--- src/rtl/gpio_ovr_pkg.sv ---
package gpio_ovr_pkg;
  localparam int OFS_DATA = 8;
  localparam int OFS_DIR  = 10;
  localparam int OFS_DRV  = 11;

  typedef enum logic [1:0] {
    OWN_REG = 2'd0,
    OWN_SPI = 2'd1,
    OWN_UTX = 2'd2,
    OWN_URX = 2'd3
  } pin_owner_e;
endpackage

--- src/rtl/gpio_ovr_regs.sv ---
module gpio_ovr_regs
  import gpio_ovr_pkg::*;
#(
  parameter int PORT_W = 8,
  parameter int ADDR_W = 4
) (
  input  logic              clk,
  input  logic              rst,
  input  logic [ADDR_W-1:0] addr,
  input  logic              wr,
  input  logic              rd,
  input  logic [PORT_W-1:0] wdata,
  input  logic [PORT_W-1:0] rb_val,
  output logic [PORT_W-1:0] dout_q,
  output logic [PORT_W-1:0] dir_q,
  output logic [PORT_W-1:0] drv_q,
  output logic [PORT_W-1:0] rdata
);
  localparam logic [ADDR_W-1:0] A_DATA = ADDR_W'(OFS_DATA);
  localparam logic [ADDR_W-1:0] A_DIR  = ADDR_W'(OFS_DIR);
  localparam logic [ADDR_W-1:0] A_DRV  = ADDR_W'(OFS_DRV);

  // register writes; undefined offsets fall through untouched
  always_ff @(posedge clk) begin
    if (rst) begin
      dout_q <= '0;
      dir_q  <= '0;
      drv_q  <= '0;
    end else if (wr) begin
      if (addr == A_DATA) dout_q <= wdata;
      if (addr == A_DIR)  dir_q  <= wdata;
      if (addr == A_DRV)  drv_q  <= wdata;
    end
  end

  logic [PORT_W-1:0] rd_mux;
  always_comb begin
    rd_mux = '0;
    if (addr == A_DATA) rd_mux = rb_val;
    if (addr == A_DIR)  rd_mux = dir_q;
    if (addr == A_DRV)  rd_mux = drv_q;
  end

  always_ff @(posedge clk) begin
    if (rst)     rdata <= '0;
    else if (rd) rdata <= rd_mux;
  end
endmodule

--- src/rtl/gpio_ovr_sync.sv ---
module gpio_ovr_sync #(
  parameter int PORT_W = 8,
  parameter int STAGES = 2
) (
  input  logic              clk,
  input  logic              rst,
  input  logic [PORT_W-1:0] din,
  output logic [PORT_W-1:0] dout
);
  logic [PORT_W-1:0] stg [STAGES];

  always_ff @(posedge clk) begin
    if (rst) stg[0] <= '0;
    else     stg[0] <= din;
  end

  for (genvar s = 1; s < STAGES; s++) begin : g_stage
    always_ff @(posedge clk) begin
      if (rst) stg[s] <= '0;
      else     stg[s] <= stg[s-1];
    end
  end

  assign dout = stg[STAGES-1];
endmodule

--- src/rtl/gpio_ovr_route.sv ---
module gpio_ovr_route
  import gpio_ovr_pkg::*;
#(
  parameter int PORT_W   = 8,
  parameter int SPI_PINS = 4,
  parameter int NUM_UART = 2
) (
  input  logic                clk,
  input  logic                rst,
  input  logic [PORT_W-1:0]   dir,
  input  logic [PORT_W-1:0]   drv,
  input  logic [PORT_W-1:0]   dout,
  input  logic                spi_en,
  input  logic [SPI_PINS-1:0] spi_oe,
  input  logic [SPI_PINS-1:0] spi_do,
  input  logic [NUM_UART-1:0] tx_en,
  input  logic [NUM_UART-1:0] rx_en,
  input  logic [NUM_UART-1:0] txd,
  output logic [PORT_W-1:0]   pad_oe,
  output logic [PORT_W-1:0]   pad_do,
  output logic [PORT_W-1:0]   pad_lowdrv
);
  localparam int SPI_BASE = PORT_W - SPI_PINS;
  localparam int UART_TOP = 2 * NUM_UART;

  logic [PORT_W-1:0] eff_oe;
  logic [PORT_W-1:0] eff_do;

  for (genvar i = 0; i < PORT_W; i++) begin : g_pin
    pin_owner_e own;
    logic       alt_oe;
    logic       alt_do;

    if (i >= SPI_BASE) begin : g_spi
      assign own    = spi_en ? OWN_SPI : OWN_REG;
      assign alt_oe = spi_oe[i-SPI_BASE];
      assign alt_do = spi_do[i-SPI_BASE];
    end else if (i < UART_TOP && (i % 2) == 1) begin : g_tx
      assign own    = tx_en[i/2] ? OWN_UTX : OWN_REG;
      assign alt_oe = 1'b1;
      assign alt_do = txd[i/2];
    end else if (i < UART_TOP) begin : g_rx
      assign own    = rx_en[i/2] ? OWN_URX : OWN_REG;
      assign alt_oe = 1'b0;
      assign alt_do = dout[i];
    end else begin : g_plain
      assign own    = OWN_REG;
      assign alt_oe = dir[i];
      assign alt_do = dout[i];
    end

    assign eff_oe[i] = (own == OWN_REG) ? dir[i]  : alt_oe;
    assign eff_do[i] = (own == OWN_REG) ? dout[i] : alt_do;
  end

  always_ff @(posedge clk) begin
    if (rst) begin
      pad_oe     <= '0;
      pad_do     <= '0;
      pad_lowdrv <= '0;
    end else begin
      pad_oe     <= eff_oe;
      pad_do     <= eff_do;
      pad_lowdrv <= eff_oe & drv;
    end
  end
endmodule

--- src/rtl/gpio_ovr_port.sv ---
module gpio_ovr_port #(
  parameter int PORT_W      = 8,
  parameter int ADDR_W      = 4,
  parameter int SPI_PINS    = 4,
  parameter int NUM_UART    = 2,
  parameter int SYNC_STAGES = 2
) (
  input  logic                clk,
  input  logic                rst,
  input  logic [ADDR_W-1:0]   bus_addr,
  input  logic                bus_wr,
  input  logic                bus_rd,
  input  logic [PORT_W-1:0]   bus_wdata,
  output logic [PORT_W-1:0]   bus_rdata,
  input  logic                spi_en,
  input  logic [SPI_PINS-1:0] spi_oe,
  input  logic [SPI_PINS-1:0] spi_do,
  input  logic [NUM_UART-1:0] uart_tx_en,
  input  logic [NUM_UART-1:0] uart_rx_en,
  input  logic [NUM_UART-1:0] uart_txd,
  input  logic [PORT_W-1:0]   pad_di,
  output logic [PORT_W-1:0]   pad_do,
  output logic [PORT_W-1:0]   pad_oe,
  output logic [PORT_W-1:0]   pad_lowdrv
);
  logic [PORT_W-1:0] dout_q, dir_q, drv_q;
  logic [PORT_W-1:0] din_sync;
  logic [PORT_W-1:0] rb_val;

  // readback: driven value on outputs, synchronized level on inputs
  assign rb_val = (pad_oe & pad_do) | (~pad_oe & din_sync);

  gpio_ovr_regs #(.PORT_W(PORT_W), .ADDR_W(ADDR_W)) u_regs (
    .clk(clk), .rst(rst), .addr(bus_addr), .wr(bus_wr), .rd(bus_rd),
    .wdata(bus_wdata), .rb_val(rb_val), .dout_q(dout_q), .dir_q(dir_q),
    .drv_q(drv_q), .rdata(bus_rdata)
  );

  gpio_ovr_route #(.PORT_W(PORT_W), .SPI_PINS(SPI_PINS), .NUM_UART(NUM_UART)) u_route (
    .clk(clk), .rst(rst), .dir(dir_q), .drv(drv_q), .dout(dout_q),
    .spi_en(spi_en), .spi_oe(spi_oe), .spi_do(spi_do),
    .tx_en(uart_tx_en), .rx_en(uart_rx_en), .txd(uart_txd),
    .pad_oe(pad_oe), .pad_do(pad_do), .pad_lowdrv(pad_lowdrv)
  );

  gpio_ovr_sync #(.PORT_W(PORT_W), .STAGES(SYNC_STAGES)) u_sync (
    .clk(clk), .rst(rst), .din(pad_di), .dout(din_sync)
  );
endmodule

--- config.mk ---
export PLATFORM = sky130hd
export DESIGN_NAME = gpio_ovr_port
export DESIGN_NICKNAME = d
export VERILOG_FILES = /design/src/rtl/gpio_ovr_pkg.sv /design/src/rtl/gpio_ovr_regs.sv /design/src/rtl/gpio_ovr_sync.sv /design/src/rtl/gpio_ovr_route.sv /design/src/rtl/gpio_ovr_port.sv
export SDC_FILE = /design/constraint.sdc
export NUM_CORES = 1
export LEC_CHECK = 0
export BUFFER_PORTS_ARGS = -buffer_cell sky130_fd_sc_hd__buf_2
export CELL_PAD_IN_SITES_DETAIL_PLACEMENT = 1
export CELL_PAD_IN_SITES_GLOBAL_PLACEMENT = 1
export CORE_ASPECT_RATIO = 2
export CORE_UTILIZATION = 46
export CTS_BUF_LIST = sky130_fd_sc_hd__clkbuf_4
export CTS_CLUSTER_DIAMETER = 100
export CTS_CLUSTER_SIZE = 25
export DETAILED_ROUTE_END_ITERATION = 10
export PLACE_DENSITY = 0.95
export SYNTH_ARGS = -nofsm -noshare
export SYNTH_HDL_FRONTEND = slang
export SYNTH_HIERARCHICAL = 1
export SYNTH_SLANG_ARGS = --single-unit
--- constraint.sdc ---
create_clock -name clk -period 3 [get_ports clk]
set_input_delay 0.6 -clock clk [delete_from_list [all_inputs] [get_ports clk]]
set_output_delay 0.6 -clock clk [all_outputs]
set_load 0.005 [all_outputs]
==> out/results.txt <==
Crit. Startpoint - u_route/pad_oe[6]
Slew HR - 67.6%
Cts bufs inserted - 9
CTS tree - built
Tmin final - 1.53 ns
Pwr/cell area - 496 nW/um^2
Worst Setup End Kind - output pin
Critical Path RT - 2.40 ns
Die X - 58.2 um
Iteration-0 DRC Markers - 39
Pin count of the biggest net entering global routing - 41
Gate power share - 8.6%
Clock root cell - clkbuf_4
Fill cells - 681
Seq/Total Area, Yosys - 49.5%
Hold Path Class - in -> reg
Final nets - 366
Core Area - 6060 sq um
Status - complete, no violations
Max-cap violations - 0
Worst vdd ir - 0.000328 V
Drt drc - 0
Critical R2R Launch - u_route/pad_oe[1]
Drt wl/cell - 15.3 um
Syn Std Cell Area - 2910 sq um
Final WS setup - 1.47 ns
Placed inst area - 3290 sq um
Hold buffer count at CTS - 0
DR pass1 iterations - 4
CP startpoint kind - flop
Total global-route track usage - 21.0%
Initial antenna violation count - 1
TNS Setup - 0 ns
Leakage Power - 1.57 nW
Crit path cell chain - buf_2
Critical path endpoint - pad_oe[6]
Layout cell share with drive strength beyond 1 - 37.7%
Setup Buffers After CTS - 0
Arr. time, crit path - 0.93 ns
Fin Clk Skew - 0.00794 ns
Post-Syn Instances - 258
First-pass GRT wire length - 10.2 mm
Max FO, Critical Path - 2
Starting Density - 48.0%
FP Rows - 40
F_max - 653 MHz
Int Power - 1.31 mW
PortBufs - 70
Sequential share of power - 58.5%
Final slew viol count - 0
H-tree levels - 3
Highest-delay cell along the critical path - dfxtp_1
Period utilization - 51.0%
Vias/cell - 4.96
Die Span Y - 114 um
Least-Margin Pin Slew - 0.486 ns
Pre-CTS WS - 1.16 ns
Syn Area/Cell - 11.3 sq um
Placer Congestion - 0.754
Reg2reg setup slack - 1.81 ns
Final setup viols - 0
Worst reg-to-reg path cell count - 4
Critical path class - reg -> out
CTS clk-pin slew, worst paths - 0.10 ns
Post-synthesis cell type count - 27
Post-DRT Antenna Nets - 0
RSZ-0062 raised after global routing - no
Worst R2R End - u_regs/rdata[1]
Most frequent cells in the layout - dfxtp_1 (72), buf_2 (70), mux2i_1 (41)
Area grow syn2layout - 17.2%
Clock Power Share - 32.9%
Die area - 6670 sq um
Switching Share - 22.4%
Cell area after layout - 3410 sq um
NetSw - 379 uW
Worst path buffer plus inverter count - 1
Gr ovfl total - 0
#FFs+latches synth - 72
Maximum root-to-sink buffer count - 2
Io pins - 71
Number of global-route vias before repair - 2198
Commonest non-fill, non-tap cell in the layout - dfxtp_1
Worst path depth - 1
CP delay by family, top - flip-flops
Final WL - 6.35 mm
Hold Crit Depth - 2
CP peak stage delay - 0.39 ns
Clock Latency Late Sink - 0.41 ns
Mapped Nets - 297
Yosys Warn Count - 6
Endpoints failing hold - 0
Routed vias - 2053
Post-DP HPWL - 4.79 mm
Post-CTS Resized - 0
Clock sinks - 72
routing by layer:
metal	track usage, %	vias to the layer above	wire length [um]
li1	-	1008	-
met4	15.1	0	242
met5	0	-	0
met2	35.4	62	3360
met3	4.29	17	220
met1	22.6	966	2530
logic make-up after synthesis:
kind of cell           after synthesis  share of synthesized area (%)
buffers and inverters               14                           3.05
muxes                               49                           18.2
and+or+nand+nor                     98                           23.8
AOI/OAI and AO/OA                   25                           5.38
DFF                                 72                           49.5
metrics by stage:
step                util [%]  total power [mW]  cells  hold slack (ns)
finish                  56.3              1.69    414            0.349
detailed placement      54.3              1.16    400            0.431
global placement        54.3              1.15    400            0.417
global route            56.3              1.76    414            0.317
CTS                     56.3              1.71    413            0.323
floorplan                  -              1.10    258            0.414
layout make-up:
cell class / count / area [sq um] / share of cell area, %
diodes: 1 / 2.50 / 0.0734
clock buffers: 11 / 82.6 / 2.42
clock inverters: 2 / 33.8 / 0.991
multi-input cells: 172 / 1380 / 40.4
flip-flops and latches: 72 / 1440 / 42.3
well taps: 84 / 105 / 3.08
repair buffers: 72 / 365 / 10.7
state kept, by name, indices dropped and copies added, names as in the netlist:
name and count:
u_sync/stg 16, u_regs/dir_q 8, u_regs/dout_q 8, u_regs/drv_q 8, u_regs/rdata 8, u_route/pad_do 8, u_route/pad_lowdrv 8, u_route/pad_oe 8
Yosys cell counts (all sizes together):
master | n | area [sq um]
nand2b | 39 | 244
and2 | 2 | 12.5
o21ai | 7 | 35.0
a21oi | 9 | 45.0
a211oi | 1 | 7.51
nor2b | 20 | 143
or3b | 1 | 8.76
nor3b | 9 | 109
a31o | 7 | 61.3
mux2 | 8 | 120
or3 | 1 | 6.26
nand3b | 2 | 27.5
and3 | 1 | 6.26
buf | 9 | 70.1
mux2i | 41 | 410
and3b | 2 | 20.0
nand3 | 1 | 10.0
nor2 | 14 | 52.6
dfxtp | 72 | 1440
and2b | 6 | 52.6
clkbuf | 5 | 18.8
o21bai | 1 | 7.51
worst min path at each step:
stage / startpoint / end / slack, ns
after floorplan: u_sync/stg[0][3] / u_sync/stg[1][3] / 0.41
after global placement: u_sync/stg[0][2] / u_sync/stg[1][2] / 0.42
after detailed placement: u_sync/stg[0][0] / u_sync/stg[1][0] / 0.43
after CTS: uart_rx_en[1] / u_route/pad_oe[2] / 0.32
after global routing: uart_rx_en[1] / u_route/pad_oe[2] / 0.32
final: uart_rx_en[1] / u_route/pad_oe[2] / 0.35
power groups by stage:
stage,Clock [mW],Combinational [mW],Sequential [mW]
floorplan,0,0.0925,1.01
global placement,0,0.141,1.01
detailed placement,0,0.146,1.01
CTS,0.577,0.147,0.990
global route,0.611,0.158,0.993
finish,0.556,0.145,0.990
Note: power is estimated with default switching activity, not from simulation.
